## config.mk

```make
export PLATFORM = sky130hd
export DESIGN_NAME = rowlocal_sched
export DESIGN_NICKNAME = d
export VERILOG_FILES = /design/src/rtl/rowsched_pkg.sv /design/src/rtl/rowsched_dp.sv /design/src/rtl/rowsched_ctrl.sv /design/src/rtl/rowlocal_sched.sv
export SDC_FILE = /design/constraint.sdc
export NUM_CORES = 1
export LEC_CHECK = 0
export BUFFER_PORTS_ARGS = -buffer_cell sky130_fd_sc_hd__buf_2
export CAP_MARGIN = 10
export CORE_AREA = 5 5 164 166
export CTS_CLUSTER_DIAMETER = 50
export DETAILED_ROUTE_END_ITERATION = 6
export DIE_AREA = 0 0 169 171
export PLACE_DENSITY_LB_ADDON = 0.12
export SYNTH_ARGS = -nofsm -noshare
export SYNTH_HDL_FRONTEND = slang
export SYNTH_HIERARCHICAL = 1
export SYNTH_SLANG_ARGS = --single-unit
```

## constraint.sdc

```tcl
create_clock -name clk -period 6.4 [get_ports clk]
set_input_delay 0.64 -clock clk [delete_from_list [all_inputs] [get_ports clk]]
set_output_delay 0.64 -clock clk [all_outputs]
set_load 0.03 [all_outputs]
```

## src/rtl/rowsched_pkg.sv

```systemverilog
package rowsched_pkg;

  typedef enum logic [1:0] {
    CMD_IDLE = 2'd0,
    CMD_PRE  = 2'd1,
    CMD_ACT  = 2'd2,
    CMD_READ = 2'd3
  } cmd_e;

  // strobes from control to datapath for one command slot
  typedef struct packed {
    logic popEntry;  // remove the selected buffer entry
    logic loadCur;   // capture the selected entry as the row-switch target
    logic fromCur;   // command fields come from the captured target
    cmd_e cmd;       // command to place on the port next slot
  } strobe_t;

endpackage

```

## src/rtl/rowsched_dp.sv

```systemverilog
module rowsched_dp
  import rowsched_pkg::*;
#(
  parameter int NUM_BANKS = 4,
  parameter int ROW_W     = 8,
  parameter int TAG_W     = 6,
  parameter int DEPTH     = 8,
  localparam int BANK_W   = $clog2(NUM_BANKS),
  localparam int IDX_W    = $clog2(DEPTH)
) (
  input  logic              clk,
  input  logic              rstN,
  input  logic              reqValid,
  output logic              reqReady,
  input  logic [BANK_W-1:0] reqBank,
  input  logic [ROW_W-1:0]  reqRow,
  input  logic [TAG_W-1:0]  reqTag,
  input  strobe_t           strb,
  input  logic [IDX_W-1:0]  popIdx,
  output logic [DEPTH-1:0]  entValid,
  output logic [DEPTH-1:0]  entHit,
  output logic [1:0]        cmdKind,
  output logic [BANK_W-1:0] cmdBank,
  output logic [ROW_W-1:0]  cmdRow,
  output logic              rspValid,
  output logic [TAG_W-1:0]  rspTag
);

  localparam int CNT_W = $clog2(DEPTH + 1);

  // age-ordered buffer: index 0 is the oldest entry
  logic [DEPTH-1:0]  vld, nVld;
  logic [BANK_W-1:0] entBank [DEPTH];
  logic [ROW_W-1:0]  entRow  [DEPTH];
  logic [TAG_W-1:0]  entTag  [DEPTH];
  logic [BANK_W-1:0] nBank   [DEPTH];
  logic [ROW_W-1:0]  nRow    [DEPTH];
  logic [TAG_W-1:0]  nTag    [DEPTH];
  logic [CNT_W-1:0]  fill, fillN, tail;
  logic              accept;

  // per-bank open-row table
  logic [NUM_BANKS-1:0] openVld;
  logic [ROW_W-1:0]     openRow [NUM_BANKS];

  // row-switch target
  logic [BANK_W-1:0] curBank;
  logic [ROW_W-1:0]  curRow;
  logic [TAG_W-1:0]  curTag;

  logic [BANK_W-1:0] selBank;
  logic [ROW_W-1:0]  selRow;
  logic [TAG_W-1:0]  selTag;

  assign reqReady = (fill != CNT_W'(DEPTH));
  assign accept   = reqValid && reqReady;
  assign entValid = vld;

  generate
    for (genvar g = 0; g < DEPTH; g++) begin : g_hit
      assign entHit[g] = vld[g] && openVld[entBank[g]] && (openRow[entBank[g]] == entRow[g]);
    end
  endgenerate

  assign selBank = strb.fromCur ? curBank : entBank[popIdx];
  assign selRow  = strb.fromCur ? curRow  : entRow[popIdx];
  assign selTag  = strb.fromCur ? curTag  : entTag[popIdx];

  always_comb begin
    for (int i = 0; i < DEPTH; i++) begin
      nVld[i]  = vld[i];
      nBank[i] = entBank[i];
      nRow[i]  = entRow[i];
      nTag[i]  = entTag[i];
    end
    if (strb.popEntry) begin
      for (int i = 0; i < DEPTH - 1; i++) begin
        if (IDX_W'(i) >= popIdx) begin
          nVld[i]  = vld[i+1];
          nBank[i] = entBank[i+1];
          nRow[i]  = entRow[i+1];
          nTag[i]  = entTag[i+1];
        end
      end
      nVld[DEPTH-1] = 1'b0;
    end
    tail = fill - CNT_W'(strb.popEntry);
    if (accept) begin
      nVld[tail[IDX_W-1:0]]  = 1'b1;
      nBank[tail[IDX_W-1:0]] = reqBank;
      nRow[tail[IDX_W-1:0]]  = reqRow;
      nTag[tail[IDX_W-1:0]]  = reqTag;
    end
    fillN = fill + CNT_W'(accept) - CNT_W'(strb.popEntry);
  end

  always_ff @(posedge clk) begin
    if (!rstN) begin
      vld  <= '0;
      fill <= '0;
      for (int i = 0; i < DEPTH; i++) begin
        entBank[i] <= '0;
        entRow[i]  <= '0;
        entTag[i]  <= '0;
      end
    end else begin
      vld  <= nVld;
      fill <= fillN;
      for (int i = 0; i < DEPTH; i++) begin
        entBank[i] <= nBank[i];
        entRow[i]  <= nRow[i];
        entTag[i]  <= nTag[i];
      end
    end
  end

  always_ff @(posedge clk) begin
    if (!rstN) begin
      openVld <= '0;
      for (int b = 0; b < NUM_BANKS; b++) openRow[b] <= '0;
      curBank <= '0;
      curRow  <= '0;
      curTag  <= '0;
    end else begin
      if (strb.cmd == CMD_PRE) openVld[selBank] <= 1'b0;
      if (strb.cmd == CMD_ACT) begin
        openVld[curBank] <= 1'b1;
        openRow[curBank] <= curRow;
      end
      if (strb.loadCur) begin
        curBank <= entBank[popIdx];
        curRow  <= entRow[popIdx];
        curTag  <= entTag[popIdx];
      end
    end
  end

  always_ff @(posedge clk) begin
    if (!rstN) begin
      cmdKind  <= 2'd0;
      cmdBank  <= '0;
      cmdRow   <= '0;
      rspValid <= 1'b0;
      rspTag   <= '0;
    end else begin
      cmdKind  <= strb.cmd;
      cmdBank  <= selBank;
      cmdRow   <= selRow;
      rspValid <= (strb.cmd == CMD_READ);
      rspTag   <= selTag;
    end
  end

endmodule

```

## src/rtl/rowsched_ctrl.sv

```systemverilog
module rowsched_ctrl
  import rowsched_pkg::*;
#(
  parameter int DEPTH   = 8,
  parameter int PENALTY = 2,
  parameter int AGE_CAP = 16,
  localparam int IDX_W  = $clog2(DEPTH)
) (
  input  logic             clk,
  input  logic             rstN,
  input  logic             fcfsMode,
  input  logic [DEPTH-1:0] entValid,
  input  logic [DEPTH-1:0] entHit,
  output strobe_t          strb,
  output logic [IDX_W-1:0] popIdx
);

  localparam int SLOT_W = $clog2(PENALTY) + 1;
  localparam int AGE_W  = $clog2(AGE_CAP + 1);

  typedef enum logic [1:0] {ST_IDLE, ST_SWITCH, ST_READ} state_e;

  state_e            state, stateN;
  logic [SLOT_W-1:0] slot, slotN;
  logic [AGE_W-1:0]  bypassCnt, bypassN;
  logic [IDX_W-1:0]  hitIdx, pickIdx;
  logic              anyHit, forced, pickHit;

  // oldest entry that hits its bank's open row
  always_comb begin
    hitIdx = '0;
    anyHit = 1'b0;
    for (int i = DEPTH - 1; i >= 0; i--) begin
      if (entHit[i]) begin
        hitIdx = IDX_W'(i);
        anyHit = 1'b1;
      end
    end
  end

  assign forced  = (bypassCnt >= AGE_W'(AGE_CAP));
  assign pickIdx = (!fcfsMode && anyHit && !forced) ? hitIdx : '0;
  assign pickHit = entHit[pickIdx];
  assign popIdx  = pickIdx;

  always_comb begin
    strb.popEntry = 1'b0;
    strb.loadCur  = 1'b0;
    strb.fromCur  = 1'b0;
    strb.cmd      = CMD_IDLE;
    stateN        = state;
    slotN         = slot;
    bypassN       = bypassCnt;
    case (state)
      ST_IDLE: begin
        if (entValid[0]) begin
          strb.popEntry = 1'b1;
          if (pickHit) begin
            strb.cmd = CMD_READ;
            bypassN  = (pickIdx != '0) ? bypassCnt + AGE_W'(1) : '0;
          end else begin
            strb.loadCur = 1'b1;
            strb.cmd     = CMD_PRE;
            bypassN      = '0;
            stateN       = ST_SWITCH;
            slotN        = SLOT_W'(1);
          end
        end
      end
      ST_SWITCH: begin
        strb.fromCur = 1'b1;
        if (slot == SLOT_W'(PENALTY - 1)) begin
          strb.cmd = CMD_ACT;
          stateN   = ST_READ;
        end else begin
          slotN = slot + SLOT_W'(1);
        end
      end
      ST_READ: begin
        strb.fromCur = 1'b1;
        strb.cmd     = CMD_READ;
        stateN       = ST_IDLE;
      end
      default: stateN = ST_IDLE;
    endcase
  end

  always_ff @(posedge clk) begin
    if (!rstN) begin
      state     <= ST_IDLE;
      slot      <= '0;
      bypassCnt <= '0;
    end else begin
      state     <= stateN;
      slot      <= slotN;
      bypassCnt <= bypassN;
    end
  end

endmodule

```

## src/rtl/rowlocal_sched.sv

```systemverilog
module rowlocal_sched
  import rowsched_pkg::*;
#(
  parameter int NUM_BANKS = 4,
  parameter int ROW_W     = 8,
  parameter int TAG_W     = 6,
  parameter int DEPTH     = 8,
  parameter int PENALTY   = 2,
  parameter int AGE_CAP   = 16,
  localparam int BANK_W   = $clog2(NUM_BANKS)
) (
  input  logic              clk,
  input  logic              rstN,
  input  logic              fcfsMode,
  input  logic              reqValid,
  output logic              reqReady,
  input  logic [BANK_W-1:0] reqBank,
  input  logic [ROW_W-1:0]  reqRow,
  input  logic [TAG_W-1:0]  reqTag,
  output logic [1:0]        cmdKind,
  output logic [BANK_W-1:0] cmdBank,
  output logic [ROW_W-1:0]  cmdRow,
  output logic              rspValid,
  output logic [TAG_W-1:0]  rspTag
);

  localparam int IDX_W = $clog2(DEPTH);

  strobe_t          strb;
  logic [IDX_W-1:0] popIdx;
  logic [DEPTH-1:0] entValid;
  logic [DEPTH-1:0] entHit;

  rowsched_ctrl #(
    .DEPTH  (DEPTH),
    .PENALTY(PENALTY),
    .AGE_CAP(AGE_CAP)
  ) u_ctrl (
    .clk     (clk),
    .rstN    (rstN),
    .fcfsMode(fcfsMode),
    .entValid(entValid),
    .entHit  (entHit),
    .strb    (strb),
    .popIdx  (popIdx)
  );

  rowsched_dp #(
    .NUM_BANKS(NUM_BANKS),
    .ROW_W    (ROW_W),
    .TAG_W    (TAG_W),
    .DEPTH    (DEPTH)
  ) u_dp (
    .clk     (clk),
    .rstN    (rstN),
    .reqValid(reqValid),
    .reqReady(reqReady),
    .reqBank (reqBank),
    .reqRow  (reqRow),
    .reqTag  (reqTag),
    .strb    (strb),
    .popIdx  (popIdx),
    .entValid(entValid),
    .entHit  (entHit),
    .cmdKind (cmdKind),
    .cmdBank (cmdBank),
    .cmdRow  (cmdRow),
    .rspValid(rspValid),
    .rspTag  (rspTag)
  );

endmodule

```

==> impl_metrics.ini, run 1 <==
[synth]
ys.flop_type = dfxtp_1
synth-edff-count = 32
synth_cells = 1291
syn_area_um2 = 13100
async_reset_ff_share_pct = 0
synth-seq-area-share_pct = 36.0
synth-compound-area-share_pct = 11.7
synth_adder_area_share_pct = 1.39
synth-seq-cells = 220
synth_top_family_by_area = multiplexers
synthSimpleGateAreaFrac_pct = 13.6
yosys.area.top_type = dfxtp_1
synth_mux_area_share_pct = 26.9
syn_avg_cell_area_um2 = 10.2
synth.area.top_cells = dfxtp_1 29%, mux4_2 15%, mux2i_1 12%
ys_warn_count = 6
synth-xor-area-share_pct = 5.47
ys_types = 61
syn_nets = 1325
synth_top_area_share_pct = 28.7

[pwr]
share_seq_of_total_power_pct = 36.9
switching_share_pct = 39.2
p_comb_share_pct = 37.3
p_clk_share_pct = 25.8
p_sw_mw = 2.28
peakVddDrop_mv = 0.420
internal-power_mw = 3.53
cellLeakagePower_nw = 4.95
power_density_nw_per_um2 = 407

[clocking]
clkLatencyLatePin_ns = 0.56
h-tree-depth = 1
cts_buffer_depth = 3
cts_tree = done
cts_sinks = 220
postCtsSetupRepairBufs = 0
cts_inserted_buffers = 29
ctsRootBufferMaster = clkbuf_16
holdBufCountCts = 0
ctsResizeCount = 0
clkTransAtPathRegs_ns = 0.06

[floorplan]
core_area_um2 = 25500
die_height_um = 171
start_util_pct = 51.5
io_pins = 40
dieArea_um2 = 28900
die_x_um = 169
rows = 59

[outcome]
status = finished, final reports clean

[worst_setup_path]
critPathCaptureType = flip-flop
crit_type = reg2reg
r2r_cells = 12
crit_required_ns = 6.60
worst_path_dominant_cell_family = simple AND/OR/NAND/NOR gates
cp_max_fo = 13
startpoint_type = flip-flop
arrival_ns = 5.71
crit_chain = mux4_2 -> xnor2_1 -> o2111ai_1 -> nor4_1 -> nor4_4 -> a2bb2oi_2 -> a221oi_1 -> nor2_1 -> and2_1 -> nor2b_1 -> and3_1 -> nand2b_1
critPathSlowestCell = nor4_1
cp.depth = 12
path_buf_inv = 0
slowest_delay_ns = 0.94

[placement]
place_inst = 1572
place.gp.congestion = 0.942
dpl.hpwl_mm = 27.3
port_buffers = 39
place_area_um2 = 13400

[route]
drt_iter0_drc = 997
dr.pass1.iters = 7
antenna_left = 0
via_per_inst = 6.45
dr_total_vias = 10468
routed_wl_mm = 40.3
wl_per_cell_um = 24.9
drc = 0

[job]
cap_violations = 0

[sta]
layout_worst_path_cycle_share_pct = 86.0
hold_violations = 0
slew_headroom_pct = 21.9
hold_ws_ns = 0.406
setup_violations = 0
maxSlewViolCount = 0
finalSetupTns_ns = 0
period_needed_ns = 5.51
worstMarginPinSlew_ns = 1.17
finClkSkew_ns = 0.0196
grt_setup_unrepaired = no
timing.fmax_mhz = 182

[final_layout]
layout.nets = 1302
layout_common_cells = 188 x dfxtp_1, 171 x nor2_1, 153 x mux2i_1
syn_to_final_growth_pct = 8.74
diodes = 0
final_common_cell = dfxtp_1
fin_cells = 1623
final_area_um2 = 14300
drive_gt1_share_pct = 17.1

[grt]
grt_pass1_wl_mm = 62.0
grt.total_usage_pct = 27.7
overflow = 0
antenna_found_initial = 1
grt_pass1_vias = 10067
grt_max_degree = 137

[min_path]
hp-class = in2reg
hold_path_depth = 3
path summary, 6_finish.rpt:
kind | end | slack [ns] | startpoint
hold / removal | flip-flop | 0.41 | reqTag[2]
setup reg to reg | u_dp/openRow[2][4]$_SDFFCE_PN0P_ | 0.89 | u_dp/entBank[6][0]$_SDFF_PN0_
setup / recovery | u_dp/openRow[2][4]$_SDFFCE_PN0P_ | 0.89 | u_dp/entBank[6][0]$_SDFF_PN0_
hold reg to reg | flip-flop | 0.47 | flip-flop
per-layer routing:
metal  global-route usage, %  vias up  wire [µm]
li1                        -     4715          -
met3                    6.33      139       3570
met2                    45.0      494      18700
met5                       0        -         13
met4                    10.9        2       2050
met1                    36.3     5118      16000
Yosys cell counts, drive strengths merged, types with 2 or more instances:
master	instances
a211oi	112
a21boi	4
a21o	2
a21oi	52
a311oi	16
a31oi	6
and2	39
and3	4
buf	72
clkbuf	46
dfxtp	188
edfxtp	32
ha	13
inv	16
mux2	7
mux2i	153
mux4	85
nand2	67
nand2b	11
nand3	39
nand3b	3
nand4	5
nand4b	3
nor2	172
nor2b	4
nor3	13
nor3b	7
nor4	8
o211a	2
o21a	2
o21ai	7
o21bai	2
o221ai	2
or3	2
xnor2	57
xor2	25
power by group through the flow:
stage | clock, mW | sequential (mW) | combinational [mW]
global route | 1.59 | 2.18 | 2.35
floorplan | 0 | 1.97 | 1.74
global placement | 0 | 2.16 | 2.11
CTS | 1.52 | 2.13 | 2.16
finish | 1.50 | 2.14 | 2.17
detailed placement | 0 | 2.16 | 2.15
sequential cells by signal, indices dropped and copies added, names as in the netlist, 6 cells and up, named ones only:
register and flops:
u_dp/rspTag 6, u_dp/entTag 42, u_dp/entValid 8, u_dp/curRow 8
u_dp/entRow 56, u_dp/cmdRow 8, u_dp/openRow 32, u_dp/curTag 6
u_dp/entBank 14
metrics by stage:
step           power (mW)  util [%]  setup slack (ns)
2_1_floorplan        3.70         -              2.30
3_3_place_gp         4.27      52.6              1.13
3_5_place_dp         4.31      52.6              1.06
4_1_cts              5.81      56.1              1.00
5_1_grt              6.11      56.1             0.593
6_report             5.81      56.1             0.894
logic make-up after synthesis:
group | Yosys count
AOI/OAI and AO/OA | 216
adders and majority gates | 14
and+or+nand+nor | 380
xor gates and xnor gates | 82
buffers and inverters | 134
muxes | 245
DFF | 220
worst min-delay path: stages:
cell and delay (ns):
buf_2 0.15, nand2_1 0.07, a21oi_1 0.05
cell type report:
class	instances	area, µm²
repair buffers	64	408
well taps	335	419
multi-input cells	937	7770
fillers	2251	11200
inverters	16	62.6
clock inverters	14	103
flip-flops and latches	220	4720
clock buffers	37	786
No activity file was read; power rests on OpenSTA's default activity.
==> run 2: changes to the inputs <==
CELL_PAD_IN_SITES_DETAIL_PLACEMENT = 1   (was not set)
CELL_PAD_IN_SITES_GLOBAL_PLACEMENT = 1   (was not set)
==> run 2 against run 1 <==
Net effect: clock-buffer cell count shrank 8; core utilization is 0.38 points higher; critical endpoint is now u_dp/cmdRow[3]$_SDFF_PN0_; the run now ends with DRC left; register-to-register slack lost 0.03 ns; first-iteration DRC count increased by 4.7%; combinational power hardly changed.
==> impl_metrics.ini, run 2 (same netlist as run 1, synthesis figures left out) <==
[outcome]
status = complete, but fails checks
violations = DRC

[final_layout]
fin_cells = 1625
multiInputGateArea_um2 = 7770
final_area_um2 = 14400
drive_gt1_share_pct = 17.4
fin_util_pct = 56.4
final_common_cell = dfxtp_1
largest_register_ffs = 56
layout.nets = 1302
syn_to_final_growth_pct = 9.47
fillerInstances = 2796
top_register = u_dp/entRow
regArea_um2 = 4720
top_regs = u_dp/entRow x56, u_dp/entTag x42, u_dp/openRow x32
diodes = 0
layout_common_cells = 188 x dfxtp_1, 171 x nor2_1, 153 x mux2i_1

[clocking]
h-tree-depth = 1
cts_tree = done
clkLatencyLatePin_ns = 0.57
postCtsSetupRepairBufs = 0
cts_inserted_buffers = 28
cts_buffer_depth = 3
cts_sinks = 220
holdBufCountCts = 0
clkTransAtPathRegs_ns = 0.06
ctsResizeCount = 0
ctsRootBufferMaster = clkbuf_16

[sta]
worstMarginPinSlew_ns = 1.14
hold_violations = 0
finClkSkew_ns = 0.0183
hold_ws_ns = 0.384
period_needed_ns = 5.54
slew_headroom_pct = 23.8
maxSlewViolCount = 0
setup_ws_ns = 0.862
grt_setup_unrepaired = no
finalSetupTns_ns = 0
timing.fmax_mhz = 181
setup_violations = 0
layout_worst_path_cycle_share_pct = 86.5

[pwr]
p_comb_share_pct = 36.5
fin_total_pwr_mw = 6.00
share_seq_of_total_power_pct = 36.1
p_sw_mw = 2.37
peakVddDrop_mv = 0.478
power_density_nw_per_um2 = 417
switching_share_pct = 39.5
p_clk_share_pct = 27.4
internal-power_mw = 3.63
cellLeakagePower_nw = 5.01

[route]
wl_per_cell_um = 27.5
antenna_left = 0
dr_total_vias = 10783
routed_wl_mm = 44.7
dr.pass1.iters = 7
drc = 2
drt_iter0_drc = 1044
via_per_inst = 6.64

[worst_setup_path]
startpoint_type = flip-flop
crit_type = reg2reg
crit_required_ns = 6.81
arrival_ns = 5.95
r2r_start = u_dp/openRow[3][5]$_DFFE_PP_
rrSetupSlack_ns = 0.86
cp_max_fo = 26
critPathCaptureType = flip-flop
r2r_cells = 14
r2r_end = u_dp/cmdRow[3]$_SDFF_PN0_

[job]
cap_violations = 0

[floorplan]
start_util_pct = 51.5
die_x_um = 169
io_pins = 40
core_area_um2 = 25500
rows = 59
dieArea_um2 = 28900
die_height_um = 171

[grt]
grt.total_usage_pct = 30.6
overflow = 0
grt_pass1_vias = 11212
antenna_found_initial = 1
grt_pass1_wl_mm = 68.2
grt_max_degree = 105

[min_path]
hp-start = reqTag[4]
hold_path_depth = 3
hp-class = in2reg

[placement]
place_area_um2 = 13400
pre_cts_ws_ns = 0.937
port_buffers = 39
dpl.hpwl_mm = 29.8
place.gp.congestion = 1.00
place_inst = 1572
## run 2: critical path: stages (launching register included)
cell      delay [ns]
edfxtp_1        0.61
mux4_2          0.57
xor2_1          0.16
nor4_1          0.46
nand4_1         0.17
a21oi_1         0.47
nor4_4          0.15
a21oi_2         0.35
o21a_2          0.86
buf_4           0.43
mux4_2          0.55
mux2i_1         0.30
nor2_1          0.08
a21oi_1         0.15
nor2_1          0.06
## run 2: power by group through the flow
| stage | logic [mW] | registers (mW) | clock network, mW |
|---|---|---|---|
| 2_1_floorplan | 1.74 | 1.97 | 0 |
| 4_1_cts | 2.19 | 2.15 | 1.67 |
| 6_report | 2.19 | 2.16 | 1.65 |
| 3_5_place_dp | 2.16 | 2.18 | 0 |
| 3_3_place_gp | 2.10 | 2.16 | 0 |
| 5_1_grt | 2.36 | 2.19 | 1.73 |
## run 2: worst max path at each step
stage	start	end	slack (ns)
6_report	u_dp/openRow[3][5]$_DFFE_PP_	u_dp/cmdRow[3]$_SDFF_PN0_	0.86
2_1_floorplan	u_dp/entBank[6][0]$_SDFF_PN0_	u_dp/openVld[1]$_SDFF_PN0_	2.30
3_5_place_dp	flip-flop	u_dp/cmdRow[3]$_SDFF_PN0_	0.94
3_3_place_gp	flip-flop	u_dp/rspTag[1]$_SDFF_PN0_	0.99
4_1_cts	flip-flop	u_dp/rspTag[2]$_SDFF_PN0_	0.93
5_1_grt	u_dp/entBank[3][0]$_SDFF_PN0_	u_dp/rspTag[1]$_SDFF_PN0_	0.49
## run 2: routing by layer
metal | GRT usage (%) | up-vias | routed length (µm)
li1 | - | 4734 | -
met1 | 37.4 | 5411 | 17400
met2 | 50.9 | 470 | 21100
met3 | 6.52 | 168 | 3210
met4 | 16.5 | 0 | 2940
met5 | 0 | - | 0
## run 2: final cells by class
| type | count | area share [%] |
|---|---|---|
| multi-input cells | 937 | 54.1 |
| flip-flops and latches | 220 | 32.9 |
| clock buffers | 29 | 4.90 |
| well taps | 335 | 2.92 |
| repair buffers | 65 | 2.86 |
| clock inverters | 23 | 1.92 |
| inverters | 16 | 0.453 |
==> run 3: changes to the inputs <==
CORE_AREA = 5 5 169 171   (was 5 5 164 166)
DIE_AREA = 0 0 174 176   (was 0 0 169 171)
MAX_ROUTING_LAYER = met4   (was not set)
clock period = 5.1 ns   (was 6.4 ns; I/O delays follow)
==> run 3 against run 2 <==
Net effect: sequential power increased by 24%; design area is 1.7% higher; largest power group unchanged; sequential cell count is the same; critical endpoint is now u_dp/cmdRow[5]$_SDFF_PN0_; setup slack got worse by 0.62 ns; clock power grew 32%; highest routed layer unchanged; clock skew is 0.0011 ns lower; clock-buffer cell count is 9 higher; the flow now finishes without violations; core utilization down 1.7 points; first-iteration DRC count shrank 8.8%; wire length about the same; final cell count rose by 1.7%.
==> impl_metrics.ini, run 3 (same netlist as run 1, synthesis figures left out) <==
[sta]
slew_headroom_pct = 36.0
timing.fmax_mhz = 206
setup_ws_ns = 0.246
grt_setup_unrepaired = no
maxSlewViolCount = 0
hold_violations = 0
worstMarginPinSlew_ns = 0.959
setup_violations = 0
finClkSkew_ns = 0.0172
hold_ws_ns = 0.253
finalSetupTns_ns = 0
period_needed_ns = 4.85
layout_worst_path_cycle_share_pct = 95.2

[grt]
antenna_found_initial = 0
grt_pass1_wl_mm = 69.0
overflow = 0
grt.total_usage_pct = 29.7
grt_max_degree = 62
grt_pass1_vias = 11224

[route]
via_per_inst = 6.55
drt_iter0_drc = 952
wl_per_cell_um = 27.0
dr_total_vias = 10822
antenna_left = 0
routed_wl_mm = 44.6
drc = 0
dr.pass1.iters = 5

[placement]
port_buffers = 39
dpl.hpwl_mm = 30.6
pre_cts_ws_ns = 0.398
place.gp.congestion = 0.972
place_area_um2 = 13600

[worst_setup_path]
cp_max_fo = 18
r2r_end = u_dp/cmdRow[5]$_SDFF_PN0_
crit_path_start = u_dp/entBank[3][0]$_SDFF_PN0_
r2r_cells = 13
r2r_start = u_dp/entBank[3][0]$_SDFF_PN0_
startpoint_type = flip-flop
arrival_ns = 5.28
crit_type = reg2reg
rrSetupSlack_ns = 0.25
critPathCaptureType = flip-flop
crit_required_ns = 5.53

[min_path]
hold_path_depth = 3
hp-class = in2reg
hp-start = reqTag[2]

[final_layout]
syn_to_final_growth_pct = 11.4
drive_gt1_share_pct = 18.8
diodes = 0
final_common_cell = dfxtp_1
layout_common_cells = 188 x dfxtp_1, 171 x nor2_1, 153 x mux2i_1
final_area_um2 = 14600
layout.nets = 1324
top_register = u_dp/entRow
fin_util_pct = 54.7
top_regs = u_dp/entRow x56, u_dp/entTag x42, u_dp/openRow x32
largest_register_ffs = 56
fillerInstances = 2915

[clocking]
ctsRootBufferMaster = clkbuf_16
h-tree-depth = 1
cts_tree = done
clkTransAtPathRegs_ns = 0.06
ctsResizeCount = 0
holdBufCountCts = 0
cts_sinks = 220
postCtsSetupRepairBufs = 0
cts_buffer_depth = 3
cts_inserted_buffers = 28
clkLatencyLatePin_ns = 0.57

[floorplan]
rows = 60
dieArea_um2 = 30600
die_x_um = 174
core_area_um2 = 26700
start_util_pct = 49.1
io_pins = 40
die_height_um = 176

[pwr]
peakVddDrop_mv = 0.720
cellLeakagePower_nw = 5.15
power_density_nw_per_um2 = 532

[job]
cap_violations = 0

[outcome]
status = finished, final reports clean
run 3: layer usage:
layer / GRT usage [%] / share of wire, %
met5: - / 0
met1: 36.7 / 40
met2: 49.7 / 50
met3: 4.54 / 6.6
met4: 11.1 / 3.8
run 3: report_power, final:
part           switching, mW  internal (mW)
Combinational           1.68           1.25
Sequential             0.555           2.12
Clock                  0.842           1.32
Total                   3.08           4.70
run 3: stage by stage:
step | cells | total power, mW
2_1_floorplan | 1291 | 4.65
3_3_place_gp | 1601 | 5.48
3_5_place_dp | 1601 | 5.58
4_1_cts | 1653 | 7.79
5_1_grt | 1653 | 8.13
6_report | 1653 | 7.77
run 3: worst max-delay path, stage by stage, from the launching register on:
cell	delay, ns
dfxtp_1	0.74
mux4_2	0.60
xnor2_1	0.21
nand3_1	0.11
nor4_1	0.61
nor3_1	0.21
a21oi_2	0.25
o21a_2	0.40
buf_12	0.24
mux4_2	0.51
mux2i_1	0.46
nor2_1	0.11
a21oi_1	0.18
nor2_1	0.06
run 3: final cells by class:
type / instances / area [µm²] / share of cell area (%)
sequential: 220 / 4720 / 32.3
tap: 341 / 427 / 2.92
inverter: 16 / 62.6 / 0.428
clock buffer: 38 / 800 / 5.47
clock inverter: 14 / 235 / 1.61
timing repair buffer: 87 / 593 / 4.06
multi-input combinational: 937 / 7780 / 53.2
run 3: worst max-delay path by stage:
| stage | end |
|---|---|
| 2_1_floorplan | u_dp/openVld[1]$_SDFF_PN0_ |
| 6_report | u_dp/cmdRow[5]$_SDFF_PN0_ |
| 5_1_grt | u_dp/cmdRow[1]$_SDFF_PN0_ |
| 3_3_place_gp | u_dp/cmdRow[0]$_SDFF_PN0_ |
| 3_5_place_dp | u_dp/cmdRow[0]$_SDFF_PN0_ |
| 4_1_cts | u_dp/cmdRow[5]$_SDFF_PN0_ |
